File: src/rtl/vss_pkg.sv
package vss_pkg;

   typedef enum logic [1:0] {
      SRC_PIXEL  = 2'd0,
      SRC_BORDER = 2'd1,
      SRC_BLACK  = 2'd2
   } color_src_e;

   // Sync blanking outranks the border, which outranks the pixel.
   function automatic color_src_e pick_source(input logic hs, input logic vs, input logic brd);
      if (hs || vs)
         return SRC_BLACK;
      else if (brd)
         return SRC_BORDER;
      else
         return SRC_PIXEL;
   endfunction

endpackage

File: src/rtl/sync_reshaper.sv
module sync_reshaper #(
   parameter int DELAY = 2,
   parameter int WIDTH = 4
) (
   input  logic clk,
   input  logic rst_n,
   input  logic step,
   input  logic pulse_in,
   output logic pulse_out
);
   localparam int LIMIT = DELAY + WIDTH;
   localparam int CW    = $clog2(LIMIT + 1);
   localparam logic [CW-1:0] D_C = CW'(DELAY);
   localparam logic [CW-1:0] L_C = CW'(LIMIT);

   if (WIDTH < 1) begin : g_bad_width
      $error("sync_reshaper: WIDTH must be at least 1");
   end
   if (DELAY < 0) begin : g_bad_delay
      $error("sync_reshaper: DELAY must not be negative");
   end

   logic [CW-1:0] cnt;

   // Counts completed steps inside the input pulse; saturates at the window end.
   always_ff @(posedge clk) begin
      if (!rst_n)
         cnt <= '0;
      else if (!pulse_in)
         cnt <= '0;
      else if (step && (cnt != L_C))
         cnt <= cnt + 1'b1;
   end

   assign pulse_out = pulse_in && (cnt >= D_C) && (cnt < L_C);

   // Steps spent with the output high, tracked to bound the pulse width.
   logic [CW:0] on_steps;
   always_ff @(posedge clk) begin
      if (!rst_n || !pulse_out)
         on_steps <= '0;
      else if (step)
         on_steps <= on_steps + 1'b1;
   end

   AST_WIDTH_CAP: assert property (@(posedge clk) disable iff (!rst_n)
      on_steps <= (CW+1)'(WIDTH));

   if (DELAY > 0) begin : g_delay_chk
      AST_NO_EARLY_OUT: assert property (@(posedge clk) disable iff (!rst_n)
         $rose(pulse_in) |-> !pulse_out);
   end

endmodule

File: src/rtl/color_priority.sv
module color_priority
   import vss_pkg::*;
#(
   parameter int COLOR_W    = 6,
   parameter int BLACK_CODE = 0
) (
   input  logic               hs,
   input  logic               vs,
   input  logic               brd,
   input  logic [COLOR_W-1:0] pix,
   input  logic [COLOR_W-1:0] bcol,
   output logic [COLOR_W-1:0] color,
   output logic               blank
);
   localparam logic [COLOR_W-1:0] BLACK_C = COLOR_W'(BLACK_CODE);

   color_src_e src;

   always_comb begin
      src = pick_source(hs, vs, brd);
      case (src)
         SRC_BLACK:  color = BLACK_C;
         SRC_BORDER: color = bcol;
         default:    color = pix;
      endcase
   end

   assign blank = (src == SRC_BLACK);

endmodule

File: src/rtl/video_sync_shaper.sv
module video_sync_shaper #(
   parameter int COLOR_W      = 6,
   parameter int BLACK_CODE   = 0,
   parameter int H_DELAY      = 2,
   parameter int H_WIDTH      = 4,
   parameter int V_DELAY      = 2,
   parameter int V_WIDTH      = 2,
   parameter bit LINE_ON_FALL = 1'b1
) (
   input  logic               clk,
   input  logic               rst_n,
   input  logic               char_en,
   input  logic               ctl_hsync,
   input  logic               ctl_vsync,
   input  logic               ctl_border,
   input  logic [COLOR_W-1:0] pix_color,
   input  logic [COLOR_W-1:0] border_color,
   output logic [COLOR_W-1:0] out_color,
   output logic               mon_hsync,
   output logic               mon_vsync,
   output logic               vsync_status,
   output logic               sync_active
);
   localparam logic [COLOR_W-1:0] BLACK_C = COLOR_W'(BLACK_CODE);

   if (COLOR_W < 1) begin : g_bad_cw
      $error("video_sync_shaper: COLOR_W must be at least 1");
   end
   if (BLACK_CODE < 0 || BLACK_CODE >= (1 << COLOR_W)) begin : g_bad_black
      $error("video_sync_shaper: BLACK_CODE does not fit in COLOR_W bits");
   end

   // Scanline tick taken from an edge of the controller horizontal sync.
   logic hs_q;
   logic line_tick;

   always_ff @(posedge clk) begin
      if (!rst_n)
         hs_q <= 1'b0;
      else
         hs_q <= ctl_hsync;
   end

   if (LINE_ON_FALL) begin : g_tick_fall
      assign line_tick = hs_q & ~ctl_hsync;
   end else begin : g_tick_rise
      assign line_tick = ~hs_q & ctl_hsync;
   end

   sync_reshaper #(.DELAY(H_DELAY), .WIDTH(H_WIDTH)) u_hshape (
      .clk       (clk),
      .rst_n     (rst_n),
      .step      (char_en),
      .pulse_in  (ctl_hsync),
      .pulse_out (mon_hsync)
   );

   sync_reshaper #(.DELAY(V_DELAY), .WIDTH(V_WIDTH)) u_vshape (
      .clk       (clk),
      .rst_n     (rst_n),
      .step      (line_tick),
      .pulse_in  (ctl_vsync),
      .pulse_out (mon_vsync)
   );

   color_priority #(.COLOR_W(COLOR_W), .BLACK_CODE(BLACK_CODE)) u_prio (
      .hs    (ctl_hsync),
      .vs    (ctl_vsync),
      .brd   (ctl_border),
      .pix   (pix_color),
      .bcol  (border_color),
      .color (out_color),
      .blank (sync_active)
   );

   assign vsync_status = ctl_vsync;

   AST_HS_FORCES_BLACK: assert property (@(posedge clk) disable iff (!rst_n)
      mon_hsync |-> (out_color == BLACK_C));

   AST_VS_FORCES_BLACK: assert property (@(posedge clk) disable iff (!rst_n)
      mon_vsync |-> (out_color == BLACK_C));

   if (V_DELAY > 0) begin : g_vs_align
      AST_VS_ON_LINE: assert property (@(posedge clk) disable iff (!rst_n)
         $rose(mon_vsync) |-> $past(line_tick));
   end

endmodule

File: config.mk
export PLATFORM = sky130hd
export DESIGN_NAME = video_sync_shaper
export DESIGN_NICKNAME = d
export VERILOG_FILES = /design/src/rtl/vss_pkg.sv /design/src/rtl/sync_reshaper.sv /design/src/rtl/color_priority.sv /design/src/rtl/video_sync_shaper.sv
export SDC_FILE = /design/constraint.sdc
export NUM_CORES = 1
export LEC_CHECK = 0
export CORE_MARGIN = 3
export CORE_UTILIZATION = 35
export DETAILED_ROUTE_END_ITERATION = 8
export PLACE_DENSITY_LB_ADDON = 0.25
export SLEW_MARGIN = 20
export SYNTH_ARGS = -nofsm -noshare
export SYNTH_HDL_FRONTEND = slang
export SYNTH_SLANG_ARGS = --single-unit
File: constraint.sdc
create_clock -name clk -period 1.4 [get_ports clk]
set_input_delay 0.14 -clock clk [delete_from_list [all_inputs] [get_ports clk]]
set_output_delay 0.14 -clock clk [all_outputs]
set_load 0.01 [all_outputs]
==> impl_metrics.ini <==
[cts]
clk_latency_ns = 0.25
numCtsBuffers = 3
max-clock-path-buffers = 2
cts_sinks = 7
clk_pin_slew_ns = 0.05
cts_tree = done
root_buffer = clkbuf_4
htreeDepth = 1

[detailed_routing]
postRouteAntennaNets = 0
remaining_drc_errors = 0
wl_per_cell_um = 11.0
num_vias = 508
via_per_inst = 4.84
drt_wl_total_um = 1150
drt_iter0_drc = 5
drt-pass1-iter-count = 2

[sta]
setup_viol = 0
fmax_ghz = 0.736
setup_slack_ns = 0.0407
tightest_slew_ns = 0.180
whs_ns = 0.499
skew_ns = 0.000839
post-route-min-period_ns = 1.36
hold_viol_final = 0
finalSetupTns_ns = 0
rsz0062_at_grt = false
relSlewSlack_pct = 87.9
min_period_over_period_pct = 97.1
drv_slew = 0

[setup_path]
crit_chain = clkdlybuf4s50_1 > or2_4 > nor2_1 > clkdlybuf4s15_1
end_kind = primary output
cp.depth = 4
worst-path-max-fanout = 7
cp_slowest_cell = clkdlybuf4s50_1
critical_path_required_ns = 1.26
cp_top_family = buffers and inverters
slowest_delay_ns = 0.42
crit_type = input pin to primary output
crit_buf_inv = 2
rr_worst_depth = 5
critPathArrivalTime_ns = 1.22
critPathLaunchType = input pin

[floorplan]
rows = 12
die_x_um = 42.9
die_area_sq_mm = 0.00184
boundaryPins = 28
core_area_sq_mm = 0.00119
die_h_um = 42.9
start_util_pct = 40.2

[grt]
grt_pass1_vias = 508
grt_pass1_wl_um = 2030
grt_remaining_overflow = 0
grt_max_degree = 8
track_usage_pct = 14.2
antenna_found_initial = 0

[cells_and_area]
nets = 114
drive_gt1_share_pct = 20.9
final_cells = 105
syn_to_final_growth_pct = 68.8
diodes = 0
fillers = 108

[synth]
ys_ff_latch = 7
syn_inst = 57
ys_types = 25
yosys_warnings = 0
seq_area_frac_synth_pct = 29.4
syn_area_per_cell_sq_um = 8.36
syn_area_sq_um = 477
syn-num-nets = 79

[power]
total_power_mw = 0.525
combPwrFrac_pct = 25.0
power_density_mw_per_mm2 = 653
p_int_mw = 0.398
seqPwrFrac_pct = 39.9
p_sw_mw = 0.127
leakagePower_nw = 0.370
vdd_drop_max_mv = 0.326
clkPwrFrac_pct = 35.1
switching_share_pct = 24.2

[place]
dp_cells = 101
dp_hpwl_um = 983
pre_cts_ws_ns = -0.338
gp_congestion = 0.750
io_buffers = 27

[outcome]
status = finished clean

[flow_run]
maxCapViolations = 0

[hold_path]
hold_path_depth = 2
hold_class = flop to flop
## worst min-delay path, stage by stage, from the launching register on
cell	delay, ns
dfxtp_2	0.33
o21ai_0	0.07
a21oi_1	0.06
## layer usage
layer / track usage (%) / up-vias / part of all wire [%]
li1: - / 264 / -
met5: 0 / - / 0
met2: 22.8 / 22 / 49
met4: 8.07 / 0 / 1.1
met1: 16.8 / 220 / 41
met3: 3.39 / 2 / 8.6
## metrics by stage
step	cell area (sq um)	util, %
global placement	795	67.0
global route	805	67.8
detailed placement	795	67.0
finish	805	67.8
floorplan	477	-
CTS	813	68.6
## flip-flops by register name, summed over array words and instances, names as in the netlist
| register | cells |
|---|---|
| u_hshape.cnt | 3 |
| u_vshape.cnt | 3 |
| hs_q | 1 |
## path summary, 6_finish.rpt
check                   from               to  slack, ns
max                ctl_hsync     out_color[5]       0.04
min          u_vshape.cnt[0]  u_vshape.cnt[0]       0.50
max reg2reg  u_vshape.cnt[0]  u_vshape.cnt[0]       0.12
min reg2reg  u_vshape.cnt[0]  u_vshape.cnt[0]       0.50
## cell families after synthesis
group                    after synthesis  synth area share, %
flip-flops                             7                 29.4
adder cells (fa/ha/maj)                4                 10.5
AO/OA/AOI/OAI                          8                 11.8
XOR/XNOR                               2                 3.68
AND/OR/NAND/NOR                       22                 24.9
multiplexers                           6                 12.6
buffers and inverters                  8                 7.09
## area by class of cell
| type | count | area [sq um] | area share (%) |
|---|---|---|---|
| sequential | 7 | 143 | 17.7 |
| timing repair buffer | 33 | 294 | 36.5 |
| inverter | 5 | 18.8 | 2.33 |
| tap | 14 | 17.5 | 2.18 |
| multi-input combinational | 42 | 305 | 37.9 |
| clock buffer | 4 | 26.3 | 3.27 |
## power by group through the flow
stage          clock network, mW  registers (mW)  logic [mW]
6_report                   0.184           0.210       0.131
2_1_floorplan                  0           0.213      0.0510
3_3_place_gp                   0           0.213       0.138
4_1_cts                    0.197           0.210       0.134
5_1_grt                    0.203           0.211       0.144
3_5_place_dp                   0           0.214       0.140
## Yosys cell counts (all sizes together)
cell type / instances / area share [%]
buf: 2 / 2.4
xnor2: 2 / 3.7
and4b: 1 / 2.1
nand3: 1 / 1.0
a21oi: 2 / 2.1
ha: 4 / 10
nand2: 3 / 2.4
mux2i: 6 / 13
o31ai: 1 / 1.6
a21boi: 1 / 2.4
and4bb: 1 / 2.6
o2111ai: 1 / 1.8
clkbuf: 1 / 0.79
or3: 1 / 1.3
nor3: 2 / 2.1
a211oi: 1 / 1.6
nor2: 10 / 7.9
o21ai: 1 / 1.0
inv: 5 / 3.9
or2: 1 / 1.3
nand2b: 1 / 2.9
dfxtp: 7 / 29
a31oi: 1 / 1.3
and2: 1 / 1.3
## placed cells by master, fill, tap and decap left out, types with 2 or more instances in the layout
master	Yosys	final
a21oi_1	2	2
buf_4	1	5
clkbuf_2	0	4
clkbuf_4	0	3
clkdlybuf4s15_1	0	3
clkdlybuf4s50_1	0	16
dfxtp_1	7	5
dfxtp_2	0	2
dlygate4sd2_1	0	4
ha_1	4	4
inv_1	5	5
mux2i_1	6	6
nand2_1	3	3
nor2_1	10	10
nor3_1	2	2
xnor2_1	2	2
## what timing repair did
item                                    in CTS  in global routing
endpoints found under the setup margin      10                  8
hold buffers                                 0                  0
hold endpoints to repair                     0                  0
resized for setup                           13                 13
gates cloned                                 0                  0
setup buffers                                0                  0
Note: power is estimated with default switching activity, not from simulation.
